## config.mk

```make
export PLATFORM = sky130hd
export DESIGN_NAME = tdc_slice_encoder
export DESIGN_NICKNAME = d
export VERILOG_FILES = /design/src/rtl/tdc_slice_encoder.sv
export SDC_FILE = /design/constraint.sdc
export NUM_CORES = 1
export LEC_CHECK = 0
export BUFFER_PORTS_ARGS = -buffer_cell sky130_fd_sc_hd__buf_2
export CAP_MARGIN = 20
export CORE_MARGIN = 3
export CORE_UTILIZATION = 38
export DETAILED_ROUTE_END_ITERATION = 10
export GPL_TIMING_DRIVEN = 0
export SYNTH_ARGS = -nofsm -noshare
export SYNTH_HDL_FRONTEND = slang
export SYNTH_SLANG_ARGS = --single-unit
```

## constraint.sdc

```tcl
create_clock -name clk -period 5.3 [get_ports clk]
set_input_delay 0.53 -clock clk [delete_from_list [all_inputs] [get_ports clk]]
set_output_delay 0.53 -clock clk [all_outputs]
set_load 0.005 [all_outputs]
```

## src/rtl/tdc_slice_encoder.sv

```systemverilog
module tdc_slice_encoder #(
  parameter int TAPS = 8,
  localparam int BW = $clog2(TAPS),
  localparam int SW = BW + 3
) (
  input  logic            clk,
  input  logic            dtm_rst,
  input  logic [TAPS-1:0] taps,
  input  logic            thr_lo,
  input  logic            thr_hi,
  output logic [SW-1:0]   slice
);

  logic [BW:0]   run_len;
  logic [BW-1:0] bin;
  logic [BW-1:0] gray;
  logic [BW-1:0] time_q;
  logic          lo_q, hi_q, edge_q;

  always_comb begin
    logic open;
    open    = 1'b1;
    run_len = '0;
    for (int i = 0; i < TAPS; i++) begin
      if (open && taps[i]) run_len = run_len + 1'b1;
      else                 open = 1'b0;
    end
  end

  assign bin  = (int'(run_len) > TAPS - 1) ? BW'(TAPS - 1) : run_len[BW-1:0];
  assign gray = bin ^ (bin >> 1);

  always_ff @(posedge clk) begin
    if (dtm_rst) begin
      time_q <= '0;
      lo_q   <= 1'b0;
      hi_q   <= 1'b0;
      edge_q <= 1'b0;
    end else begin
      lo_q   <= thr_lo;
      hi_q   <= thr_hi;
      edge_q <= thr_lo & ~lo_q;
      if (thr_lo) time_q <= gray;
    end
  end

  assign slice = {edge_q, hi_q, lo_q, time_q};

endmodule

```

# Yosys cells after proc, flatten, opt, wreduce, memory -nomap -nowiden
# Index checks and enable logic that the tools add are counted.
[classes]
add_sub_neg = 7
multipliers = 0
div_mod_pow = 0
magnitude_cmp = 1
n_eq_ne = 0
shifts = 0
n_mux = 16
n_bitwise = 3
reduce_logical = 7
[ops]
columns = ["cell", "count"]
rows = [
  ["adder 4 x 1 -> 4 bit (second input constant)", 6],
  ["2-to-1 mux 4 bit", 6],
  ["2-to-1 mux 1 bit", 8],
  ["logical AND 1 bit", 7],
  ["greater-than comparator 4 x 3 -> 1 bit (second input constant)", 1],
  ["2-to-1 mux 3 bit", 1],
  ["bitwise XOR 3 x 2 -> 3 bit", 1],
  ["adder 1 x 1 -> 2 bit (second input constant)", 1],
  ["2-to-1 mux 2 bit", 1],
  ["AND 1 bit", 1],
  ["inverter 1 bit", 1],
]
[totals]
reg_bits = 6
latchBits = 0
mem_bits_rw = 0
romBits = 0
in_bits = 12
mem_count = 0

# Logic depth before layout (Yosys ltp)
[logic_depth]
depth_word = 18
ltp_mapped = 20
ltp_nobuf = 20

# Worst setup path before layout
# Ideal clock, no wire load.
[synth_path]
kind = "input-to-reg"
start = "in taps[1]"
end = "reg time_q[1]"
t_arrival_ps = 4268
path_slack_ps = 941
stages = 19
n_path_buf = 0
cell_sequence = "inv_1 -> o21a_1 -> ha_1 -> inv_1 -> a31oi_1 -> ha_1 -> mux2_2 -> ha_1 -> mux2i_1 -> o2111a_2 -> nor2_1 -> ha_1 -> mux2_2 -> ha_1 -> xnor2_1 -> a2111o_1 -> o311ai_0 -> mux2i_1 -> nor4_1"
[synth_via]
elab_chain_len = 17
[synth_rtl]
columns = ["element", "line", "source"]
rows = [
  ["from (decl)", "8", "input logic [TAPS-1:0] taps,"],
  ["logical AND 1 bit (*)", "25", "if (open && taps[i]) run_len = run_len + 1'b1;"],
  ["2-to-1 mux 2 bit or 2-to-1 mux 1 bit (tied branches)", "25", ""],
  ["adder 4 x 1 -> 4 bit or logical AND 1 bit (tied branches)", "25", ""],
  ["2-to-1 mux 4 bit or 2-to-1 mux 1 bit (tied branches)", "25", ""],
  ["adder 4 x 1 -> 4 bit or logical AND 1 bit (tied branches)", "25", ""],
  ["2-to-1 mux 4 bit or 2-to-1 mux 1 bit (tied branches)", "25", ""],
  ["adder 4 x 1 -> 4 bit or logical AND 1 bit (tied branches)", "25", ""],
  ["2-to-1 mux 4 bit or 2-to-1 mux 1 bit (tied branches)", "25", ""],
  ["adder 4 x 1 -> 4 bit or logical AND 1 bit (tied branches)", "25", ""],
  ["2-to-1 mux 4 bit or 2-to-1 mux 1 bit (tied branches)", "25", ""],
  ["adder 4 x 1 -> 4 bit or logical AND 1 bit (tied branches)", "25", ""],
  ["2-to-1 mux 4 bit or 2-to-1 mux 1 bit (tied branches)", "25", ""],
  ["adder 4 x 1 -> 4 bit or logical AND 1 bit (tied branches)", "25", ""],
  ["2-to-1 mux 4 bit (*)", "25", ""],
  ["greater-than comparator 4 x 3 -> 1 bit", "30", "assign bin = (int'(run_len) > TAPS - 1) ? BW'(TAPS - 1) : run_len[BW-1:0];"],
  ["2-to-1 mux 3 bit (*)", "30", ""],
  ["bitwise XOR 3 x 2 -> 3 bit (*)", "31", "assign gray = bin ^ (bin >> 1);"],
  ["to (signal assigned)", "43", "if (thr_lo) time_q <= gray;"],
  ["to (decl)", "17", "logic [BW-1:0] time_q;"],
]
# Every way passes the cells marked *; elsewhere a longest branch is shown, timed or not.
# A chain may end at the register's enable or synchronous reset.

# Worst setup path after layout
# Same ends and word-level chain as after synthesis.

==> results.yml <==
clocking:
  clock-root-buffer: "clkbuf_4"
  cts.hold.buffers_added: 0
  tritoncts: "built"
  clk_pin_slew_ns: 0.04
  ctsResizeCount: 0
  cts_buffers: 3
  clock_latency_ns: 0.24
  htree_levels: 1
  post_cts.repair.setup_buffers: 0
  cts_sinks: 6
  clock_tree.buffer_depth: 2
layout:
  drive_gt1_share_pct: 28.23
  fin_util_pct: 50.10
  syn_to_final_growth_pct: 16.80
  nNetsFinal: 143
  antenna_cells: 0
logic_synthesis:
  yosysTopAreaCellShare_pct: 15.07
  synth_area_um2: 797.0
  synth_area_leaders: "dfxtp_1, ha_1, mux2i_1"
  synth.avg_cell_area_um2: 7.591
  synth_edf_count: 0
  synth_flop_cell: "dfxtp_1"
  ys_types: 42
  ys_seq_elements: 6
  ys_async_sr_fraction_pct: 0
  ys_seq_area_share_pct: 15.07
  syn-num-nets: 122
  yosysWarnings: 0
  syn_inst: 105
  yosysTopAreaCell: "dfxtp_1"
drt:
  vias_per_cell: 5.503
  dr.pass1.iters: 2
  vias: 820
  first_iter_violations: 6
  postRouteAntennaNets: 0
  route.detailed.drc: 0
  wirelength_mm: 1.833
  wl_per_cell_um: 12.30
critical_path:
  reg2reg_depth: 2
  cp.required_ns: 5.45
  critPathMaxFanout: 6
  cp-end-kind: "flop"
  start_kind: "input pin"
  crit_type: "in2reg"
  cp_data_arrival_time_ns: 4.73
timing:
  fin_setup_tns_ns: 0
  fin_crit_sh_pct: 86.49
  skew_ns: 0.00005609
  final-max-slew-violation-count: 0
  tightestPinTransition_ns: 0.5147
  hold_viol_final: 0
  maxSlewHeadroom_pct: 64.80
  finalCriticalPeriod_ns: 4.584
  rsz0062_at_grt: "no"
  finalSetupViolCount: 0
  fmax_ghz: 0.2182
place:
  place_hpwl_mm: 1.535
  gp_congestion: 0.8507
  port_buffers: 16
flow_run:
  drv_cap: 0
die:
  die_area_mm2: 0.002683
  io_pins: 18
  num_rows: 15
  die_h_um: 51.80
  core-area_mm2: 0.001858
  start_util_pct: 42.90
  dieWidth_um: 51.80
global_routing:
  grt_usage_pct: 15.16
  grt_max_degree: 11
  grt_pass1_wl_mm: 3.091
  antenna_found_initial: 0
  grt_overflow: 0
  grt_pass1_vias: 745
power_and_ir_drop:
  p_per_area_mw_per_mm2: 152.9
  peakVddDrop_v: 0.00006482
  p_switching_uw: 44.74
  p_sw_share_pct: 31.42
  p_int_uw: 97.62
  seqPwrFrac_pct: 34.3
  p_comb_share_pct: 36.9
  p_leak_uw: 0.0004156
  pwr-share-clk_pct: 28.8
status:
  status: "complete, no violations"
hold_path:
  hp-class: "reg2reg"
  holdPathStages: 1
==> cell families after synthesis <==
| kind of cell | after synthesis | share of synthesized area (%) |
|---|---|---|
| XOR/XNOR | 2 | 2.198 |
| buffers and inverters | 12 | 8.792 |
| flip-flops | 6 | 15.07 |
| adder cells (fa/ha/maj) | 5 | 7.849 |
| multiplexers | 7 | 9.262 |
| AO/OA/AOI/OAI | 25 | 24.18 |
| AND/OR/NAND/NOR | 48 | 32.65 |
==> path summary, 6_finish.rpt <==
kind               endpoint  slack [ns]  startpoint
setup / recovery  time_q[1]        0.72     taps[1]
hold / removal       edge_q        0.41        lo_q
setup reg to reg  time_q[2]        4.63   time_q[2]
hold reg to reg      edge_q        0.41        lo_q
==> cell usage in the layout (no fill, tap or decap), types with 2 or more instances in the layout <==
cell type,count
nand4_1,4
nand3_1,5
o311ai_0,2
mux2_2,3
buf_4,4
nor2b_1,6
xnor2_1,2
o21ai_0,3
clkbuf_1,2
buf_2,16
nand2b_1,3
inv_1,5
clkbuf_4,3
dfxtp_1,6
a31oi_1,2
ha_1,5
a2111oi_0,2
nor2_1,10
a21oi_1,4
nand2_1,9
nor4_1,2
mux2i_1,4
==> worst max-delay path, stage by stage <==
cell and delay, ns:
buf_2 0.13, inv_1 0.07, o21a_1 0.18, ha_1 0.32, inv_1 0.05, a31oi_1 0.16
ha_1 0.30, mux2_2 0.28, ha_1 0.27, mux2i_1 0.19, o2111a_2 0.26, nor2_1 0.07
ha_1 0.32, mux2_2 0.28, ha_1 0.30, xnor2_1 0.13, a2111o_1 0.42, o311ai_0 0.11
mux2i_1 0.12, nor4_1 0.24
==> through the flow <==
stage	total power, uW	worst slack, ns	std cells	cell area (um^2)	hold WS [ns]
2_1_floorplan	84.88	0.9405	105	797.0	0.3930
3_3_place_gp	100.4	0.5287	146	908.4	0.4043
3_5_place_dp	102.3	0.4428	146	908.4	0.4151
4_1_cts	145.4	0.6916	149	930.9	0.4217
5_1_grt	156.0	0.4337	149	930.9	0.4438
6_report	142.4	0.7162	149	930.9	0.4141
==> metal layers <==
metal | up-vias | GRT usage (%) | share of wire [%]
met2 | 18 | 26.91 | 51
met1 | 369 | 16.46 | 43
met4 | 0 | 9.170 | 2.2
met5 | - | 0 | 0
li1 | 429 | - | -
met3 | 4 | 2.865 | 3.2
==> layout make-up <==
class / instances / area, um^2
inverters: 5 / 18.77
flip-flops and latches: 6 / 120.1
clock buffers: 3 / 22.52
multi-input cells: 87 / 606.8
repair buffers: 16 / 80.08
fillers: 190 / 927.1
well taps: 25 / 31.28
plain buffers: 7 / 51.30
==> cell usage after synthesis, types with 2 or more instances <==
master / count
xnor2_1: 2
a21oi_1: 4
buf_4: 4
nor2b_1: 6
dfxtp_1: 6
clkbuf_1: 2
nand3_1: 5
nor2_1: 10
nand4_1: 4
mux2i_1: 4
o311ai_0: 2
o21ai_0: 3
ha_1: 5
a2111oi_0: 2
nor4_1: 2
nand2b_1: 3
a31oi_1: 2
mux2_2: 3
inv_1: 5
nand2_1: 9
==> power groups by stage <==
stage / registers, uW / clock network [uW] / logic (uW)
6_report: 48.8 / 41.1 / 52.5
5_1_grt: 49.1 / 47.6 / 59.3
4_1_cts: 48.9 / 43.7 / 52.9
3_5_place_dp: 49.7 / 0 / 52.7
3_3_place_gp: 49.6 / 0 / 50.8
2_1_floorplan: 49.7 / 0 / 35.2
==> flip-flops by register name, summed over array words and instances (netlist names) <==
name and cells:
lo_q 1, hi_q 1, time_q 3, edge_q 1
Note: power is estimated with default switching activity, not from simulation.
